`src/rtl/lrs_pkg.sv`:
```
package lrs_pkg;
  // Number of binary-weighted repeat bits in the code
  localparam int WT_BITS = 4;
  // Font lines in one character cell
  localparam int CELL_H = 18;
  // Code width: weighted bits plus the extended-pattern bit
  localparam int CODE_W = WT_BITS + 1;
  // Width of a font line index
  localparam int ROW_W = $clog2(CELL_H);
endpackage

```
`src/rtl/lrs_mask.sv`:
```
// Turns a repeat code into a per-line "repeat this line" mask.
module lrs_mask #(
  parameter int NB     = lrs_pkg::WT_BITS,
  parameter int CELL_H = lrs_pkg::CELL_H
) (
  input  logic [NB:0]       code_i,
  output logic [CELL_H-1:0] mask_o
);
  localparam int SPAN = 1 << NB;

  logic ext;
  logic ext_lo0;
  logic ext_lo1;

  assign ext     = code_i[NB];
  assign ext_lo0 = (code_i[NB-1:0] == '0);
  assign ext_lo1 = (code_i[NB-1:0] == NB'(1));

  for (genvar l = 0; l < CELL_H; l++) begin : g_line
    logic [NB-1:0] hit;
    // Weight bit k (value 2^k) takes lines with l mod 2^(NB-k) == 2^(NB-k-1)
    for (genvar k = 0; k < NB; k++) begin : g_bit
      localparam int  MODV = 1 << (NB - k);
      localparam bit  SEL  = (l < SPAN) && ((l % MODV) == (MODV / 2));
      if (SEL) begin : g_on
        assign hit[k] = code_i[k];
      end else begin : g_off
        assign hit[k] = 1'b0;
      end
    end
    // Extended patterns: lines 1..SPAN, lines 0..SPAN, or every line
    localparam bit IN_E0 = (l >= 1) && (l <= SPAN);
    localparam bit IN_E1 = (l <= SPAN);
    always_comb begin
      if (!ext)         mask_o[l] = |hit;
      else if (ext_lo0) mask_o[l] = IN_E0;
      else if (ext_lo1) mask_o[l] = IN_E1;
      else              mask_o[l] = 1'b1;
    end
  end
endmodule

```
`src/rtl/lrs_seq.sv`:
```
// Font line counter and copy phase within one character row.
module lrs_seq #(
  parameter int CELL_H = lrs_pkg::CELL_H,
  parameter int ROW_W  = lrs_pkg::ROW_W
) (
  input  logic             clk,
  input  logic             rst_n,
  input  logic             vsync_i,
  input  logic             stb_i,
  input  logic             rep_cur_i,
  output logic [ROW_W-1:0] row_q,
  output logic             phase_q,
  output logic             accept_o,
  output logic             wrap_o
);
  localparam logic [ROW_W-1:0] LAST = ROW_W'(CELL_H - 1);

  logic last_copy;

  assign accept_o  = stb_i & ~vsync_i;
  assign last_copy = ~(rep_cur_i & ~phase_q);
  assign wrap_o    = accept_o & last_copy & (row_q == LAST);

  always_ff @(posedge clk) begin
    if (!rst_n || vsync_i) begin
      row_q   <= '0;
      phase_q <= 1'b0;
    end else if (accept_o) begin
      if (!last_copy) begin
        phase_q <= 1'b1;
      end else begin
        phase_q <= 1'b0;
        row_q   <= (row_q == LAST) ? '0 : row_q + ROW_W'(1);
      end
    end
  end
endmodule

```
`src/rtl/line_repeat_scaler.sv`:
```
module line_repeat_scaler #(
  parameter int NB     = lrs_pkg::WT_BITS,
  parameter int CELL_H = lrs_pkg::CELL_H,
  parameter int ROW_W  = lrs_pkg::ROW_W
) (
  input  logic             clk,
  input  logic             rst_n,
  input  logic             vsync_i,
  input  logic             line_stb_i,
  input  logic [NB:0]      wt_code_i,
  output logic [ROW_W-1:0] row_o,
  output logic             dup_o,
  output logic             line_vld_o,
  output logic             row_end_o
);
  localparam int PADW = 1 << ROW_W;

  logic [NB:0]       wt_q;
  logic [CELL_H-1:0] mask;
  logic [PADW-1:0]   mask_pad;
  logic [ROW_W-1:0]  cur_row;
  logic              phase;
  logic              accept;
  logic              wrap;

  lrs_mask #(.NB(NB), .CELL_H(CELL_H)) u_mask (
    .code_i (wt_q),
    .mask_o (mask)
  );

  assign mask_pad = PADW'(mask);

  lrs_seq #(.CELL_H(CELL_H), .ROW_W(ROW_W)) u_seq (
    .clk       (clk),
    .rst_n     (rst_n),
    .vsync_i   (vsync_i),
    .stb_i     (line_stb_i),
    .rep_cur_i (mask_pad[cur_row]),
    .row_q     (cur_row),
    .phase_q   (phase),
    .accept_o  (accept),
    .wrap_o    (wrap)
  );

  // Code capture at frame start and at row boundaries
  always_ff @(posedge clk) begin
    if (!rst_n)              wt_q <= '0;
    else if (vsync_i || wrap) wt_q <= wt_code_i;
  end

  // Registered output stage
  always_ff @(posedge clk) begin
    if (!rst_n || vsync_i) begin
      row_o      <= '0;
      dup_o      <= 1'b0;
      line_vld_o <= 1'b0;
      row_end_o  <= 1'b0;
    end else begin
      line_vld_o <= accept;
      row_end_o  <= wrap;
      if (accept) begin
        row_o <= cur_row;
        dup_o <= phase;
      end
    end
  end
endmodule

```
`config.mk`:
```
export PLATFORM = sky130hd
export DESIGN_NAME = line_repeat_scaler
export DESIGN_NICKNAME = d
export VERILOG_FILES = /design/src/rtl/lrs_pkg.sv /design/src/rtl/lrs_mask.sv /design/src/rtl/lrs_seq.sv /design/src/rtl/line_repeat_scaler.sv
export SDC_FILE = /design/constraint.sdc
export NUM_CORES = 1
export LEC_CHECK = 0
export BUFFER_PORTS_ARGS = -buffer_cell sky130_fd_sc_hd__buf_2
export CORE_MARGIN = 2
export CORE_UTILIZATION = 40
export DETAILED_ROUTE_END_ITERATION = 8
export GPL_ROUTABILITY_DRIVEN = 0
export PLACE_DENSITY = 0.61
export SLEW_MARGIN = 20
export SYNTH_ARGS = -nofsm -noshare
export SYNTH_HDL_FRONTEND = slang
export SYNTH_SLANG_ARGS = --single-unit
```
`constraint.sdc`:
```
create_clock -name clk -period 2.5 [get_ports clk]
set_clock_uncertainty 0.05 [all_clocks]
set_input_delay 0 -clock clk [delete_from_list [all_inputs] [get_ports clk]]
set_output_delay 0 -clock clk [all_outputs]
set_load 0.005 [all_outputs]
```
=== Word level (Yosys, flattened, before mapping) ===
Cells that the tools add are included.

* Bits in registers: 19
* Output and inout port bits: 8

* Reductions and logical operators: 5
* Muxes and demuxes: 14
* Magnitude comparators: 1
* Add/subtract/negate cells: 1
* Equality and inequality tests: 2
* Bitwise operators: 7

{| class="wikitable"
|+ Operators by type and width
! kind !! number
|-
| $mux W1 || 12
|-
| $lt A5 B6 Y1 const B || 1
|-
| $add A5 B1 Y5 const B || 1
|-
| $bmux W1 S5 || 1
|-
| $eq A5 B5 Y1 const B || 1
|-
| $mux W5 || 1
|-
| $and A1 B1 Y1 || 4
|-
| $eq A4 B1 Y1 const B || 1
|-
| $logic_not A4 Y1 || 1
|-
| $not A1 Y1 || 3
|-
| $logic_or A1 B1 Y1 || 2
|-
| $reduce_and A2 Y1 || 1
|-
| $logic_not A1 Y1 || 1
|}

=== Depth between registers and ports, before layout ===
* Depth in word-level cells: 11
* Depth in mapped cells: 7
* Gate-level depth less buffers: 7

=== Hierarchy ===
A second synthesis with hierarchy kept.

* Cells, all modules: 125
* Area total of the unflattened synthesis: 1,117.3 um2

{| class="wikitable"
|+ By module, submodules not included
! module !! area an instance (um2) !! seq. area each (um2) !! times used !! cells each
|-
| line_repeat_scaler || 645.6 || 260.2 || 1 || 70
|-
| lrs_seq || 335.3 || 120.1 || 1 || 37
|-
| lrs_mask || 136.4 || 0.0 || 1 || 18
|}

=== Worst setup path after synthesis ===
Ideal clock, no wire load.

* Kind: reg2reg
* Start: reg u_seq.row_q[2]
* End: reg u_seq.row_q[4]
* Arrival: 1.637 ns
* Buffers on the path: 0
* Period minus slack after synthesis: 1.805 ns
* Slack: 0.695 ns
* Stages on the path, launching flop included: 6
* Path through: dfxtp_1 > or2_4 > o41a_1 > o21a_1 > or2_4 > a32o_1

* Cells in the longest elaborated chain, start to end: 5
* Elaborated cells between the ends (all ways): 8
* Those cells by class: add/sub: 1; eq/ne: 1; mux: 3; bitwise: 2; reduce/logical: 1

{| class="wikitable"
|+ Ends and longest elaborated chain
! element !! line !! text
|-
| start: declaration || lrs_seq.sv:11 || <nowiki>output logic [ROW_W-1:0] row_q,</nowiki>
|-
| start signal: assignment || lrs_seq.sv:33 || <nowiki>row_q <= (row_q == LAST) ? '0 : row_q + ROW_W'(1);</nowiki>
|-
| $bmux W1 S5 || line_repeat_scaler.sv:38 || <nowiki>.rep_cur_i (mask_pad[cur_row]),</nowiki>
|-
| $mux W1 (implied by the code) || line_repeat_scaler.sv:38 ||
|-
| $and A1 B1 Y1 || lrs_seq.sv:21 || <nowiki>assign last_copy = ~(rep_cur_i & ~phase_q);</nowiki>
|-
| $not A1 Y1 || n/a ||
|-
| $reduce_and A2 Y1 (no source line) || n/a ||
|}

Several ways; a longest one is shown, not always the timed one. The select of a mux whose other input is x is not followed.
A chain may end at the register's enable or synchronous reset.

=== Final worst setup path ===
* Start: reg wt_q[3]
* End: reg u_seq.row_q[4]

* Cells in the longest elaborated chain, start to end: 9
* Elaborated cells between the ends (all ways): 13
* Those cells by class: eq/ne: 1; mux: 8; bitwise: 2; reduce/logical: 2

{| class="wikitable"
|+ Ends and longest elaborated chain
! element !! line !! text
|-
| start: declaration || line_repeat_scaler.sv:18 || <nowiki>logic [NB:0] wt_q;</nowiki>
|-
| start signal: assignment || line_repeat_scaler.sv:48 || <nowiki>else if (vsync_i || wrap) wt_q <= wt_code_i;</nowiki>
|-
| $eq A4 B1 Y1 || lrs_mask.sv:17 || <nowiki>assign ext_lo1 = (code_i[NB-1:0] == NB'(1));</nowiki>
|-
| $mux W1 || lrs_mask.sv:37 || <nowiki>else if (ext_lo1) mask_o[l] = IN_E1;</nowiki>
|-
| $mux W1 || lrs_mask.sv:36 || <nowiki>else if (ext_lo0) mask_o[l] = IN_E0;</nowiki>
|-
| $mux W1 || lrs_mask.sv:35 || <nowiki>if (!ext) mask_o[l] = |hit;</nowiki>
|-
| $bmux W1 S5 * || line_repeat_scaler.sv:38 ||
|-
| $mux W1 (implied by the code) * || line_repeat_scaler.sv:38 ||
|-
| $and A1 B1 Y1 * || lrs_seq.sv:21 ||
|-
| $not A1 Y1 * || n/a ||
|-
| $reduce_and A2 Y1 (no source line) * || n/a ||
|}

Mark *: on every way between the ends. The rest lies on a longest branch, timed or not. The select of a mux whose other input is x is not followed.

==> flow_summary.ini <==
[outcome]
run_status = complete, no violations

[yosys]
synth_xor_xnor_area_share_pct = 0
syn_nets = 114
synthMuxAreaShare_pct = 10.9
synthArstFlopShare_pct = 0
synth_commonest_cells = dfxtp_1 (19), nand2_1 (17), mux2i_1 (10)
yosysSeqAreaShare_pct = 41.6
syn_inst = 103
yosys_warnings = 0
syn_area_per_cell_um2 = 8.88
synth_area_leaders = dfxtp_1 (42%), mux2i_1 (11%), nand2_1 (7.0%)
yosys_most_used_dff = dfxtp_1
syn_area_um2 = 915
synth_compound_area_share_pct = 16.1
synthAdderAreaFrac_pct = 2.74
synth-seq-cells = 19
synth_top_area_share_pct = 41.6
synth_area_leader_cell = dfxtp_1
synth-simple-area-share_pct = 26.4
synth_edf_count = 0
yosysMostFrequentCell = dfxtp_1
synth_cell_types = 32
synth_top_family_by_area = simple AND/OR/NAND/NOR gates

[clock_tree]
cts_hold_buffers = 6
numClockSinks = 19
cts.clk_slew.worst_paths_ps = 110
cts_tree = done
post_cts_buffers = 0
cts-root-buf = clkbuf_4
cts_resized = 0
htreeDepth = 1
clock_latency_ps = 290
numCtsBuffers = 3
clock_path_buffers = 2

[finish]
drive_gt1_share_pct = 21.3
fin_util_pct = 50.7
insertedDiodeCount = 0
nNetsFinal = 139
syn_to_final_growth_pct = 21.5

[sta]
worst_pin_slew_ps = 487
max_freq_mhz = 515
slew_viol_final = 0
timing.hold.ws_ps = 8.65
post-route-period-util_pct = 77.6
setup_viol_count_final = 0
setup_tns_ps = 0
rsz0062_at_grt = false
fin_crit_ps = 1940
relSlewSlack_pct = 67.5
finalHoldViolCount = 0

[detailed_routing]
wirelength_mm = 1.91
viasPerCell = 5.24
drcViolationCount = 0
drtPass1Iterations = 4
wire_per_inst_um = 12.3
ant_nets = 0
drt_iter0_drc = 23
vias = 812

[setup_path]
cp-end-kind = flip-flop
reg2reg_depth = 5
crit_chain = or4_1 -> o21ai_0 -> nor3b_2 -> o21ai_0 -> a32o_1
setup.worst_path.class = flip-flop to flip-flop
cp_slowest_stage_delay_ps = 510
crit_path_top_delay_cell = or4_1
startpoint_type = flip-flop
crit_required_ps = 2640
crit_fanout = 7
cp.arrival_ps = 2080
path_common_cell = o21ai_0

[grt]
gr-total-overflow = 0
grt_pass1_vias = 741
grt_max_degree = 14
grt_pass1_wl_mm = 3.26
grt_util_all_layers_pct = 16.3
antenna_found_initial = 0

[die]
dieHeight_um = 51.8
io_pins = 17
dieArea_um2 = 2690
core_area_um2 = 2190
fp.dieW_um = 51.8
start_util_pct = 41.7
core.rowCount = 17

[pwr]
p_leak_nw = 0.471
power_mw = 0.528
power_density_nw_per_um2 = 475
ir_worst_vdd_v = 0.000235

[min_path]
hold_depth = 3
hold_path_class = primary input to flip-flop

[placement]
portBuffers = 16
dp_hpwl_mm = 1.33

[flow_run]
drv_cap = 0
[state kept, by name, indices dropped and copies added, names as in the netlist]
| signal | cells |
|---|---|
| row_o | 5 |
| u_seq.row_q | 5 |
| u_seq.phase_q | 1 |
| wt_q | 5 |
| row_end_o | 1 |
| line_vld_o | 1 |
| dup_o | 1 |
[area by class of cell]
cell class | count | area [um2]
fill | 213 | 1080
clock buffer | 4 | 26.3
sequential | 19 | 380
tap | 28 | 35.0
multi-input combinational | 79 | 514
timing repair buffer | 23 | 148
inverter | 2 | 7.51
[metrics by stage]
step,instance area (um2),setup slack [ps],instances
6_report,1110,559,155
5_1_grt,1110,451,155
4_1_cts,1110,566,155
3_5_place_dp,1020,587,145
3_3_place_gp,1020,597,145
2_1_floorplan,915,695,103
[path summary, 6_finish.rpt]
path	slack (ps)	start	to
worst min-delay path	9	rst_n	wt_q[3]$_SDFFE_PN0P_
worst max-delay path	560	wt_q[3]$_SDFFE_PN0P_	u_seq.row_q[4]$_SDFFE_PP0P_
worst max register to register	560	wt_q[3]$_SDFFE_PN0P_	u_seq.row_q[4]$_SDFFE_PP0P_
worst min register to register	420	dup_o$_SDFFE_PP0P_	dup_o$_SDFFE_PP0P_
[logic make-up after synthesis]
kind of cell / count (synthesis)
simple gates: 46
compound gates: 21
flops: 19
mux: 10
buf+inv: 5
fa+ha+maj: 2
[layer usage]
metal | global-route usage [%] | share of wire, %
met4 | 6.58 | 0.73
met1 | 21.0 | 48
met3 | 2.59 | 3.7
met5 | 0 | 0
met2 | 26.8 | 48
[critical path: cells and delay by family (launching register included)]
| kind | cells | cell delay, ps |
|---|---|---|
| compound gates | 3 | 540 |
| flops | 1 | 350 |
| simple gates | 2 | 890 |
[where the power goes]
group	internal (mW)	total (mW)	switching [mW]
Combinational	0.0281	0.0580	0.0299
Clock	0.0621	0.153	0.0912
Sequential	0.310	0.317	0.00662
[layout by cell type, fill, tap and decap left out]
cell	netlist	layout
nor2_1	8	8
o41a_1	1	1
nor3_1	2	2
ha_1	2	2
a21oi_1	3	3
o21a_1	2	2
buf_4	0	1
clkbuf_1	2	1
a32o_1	1	1
o21ai_0	8	8
nor3b_2	1	1
nand3_1	1	1
nand2b_1	4	4
o31ai_2	1	1
inv_1	2	2
clkbuf_4	0	3
and3_2	1	1
and2_1	1	1
dlygate4sd3_1	0	6
buf_2	1	16
nor4_1	1	1
nand2_1	17	17
mux2i_1	10	10
dfxtp_1	19	19
a21oi_2	1	1
or2_4	2	2
nor2b_1	2	2
nor4b_1	1	1
a221oi_1	1	1
o211ai_1	2	2
nor3b_1	1	1
nand3b_1	2	2
or2_2	1	1
or4_1	1	1
o2111a_1	1	1
Note: power is estimated with default switching activity, not from simulation.
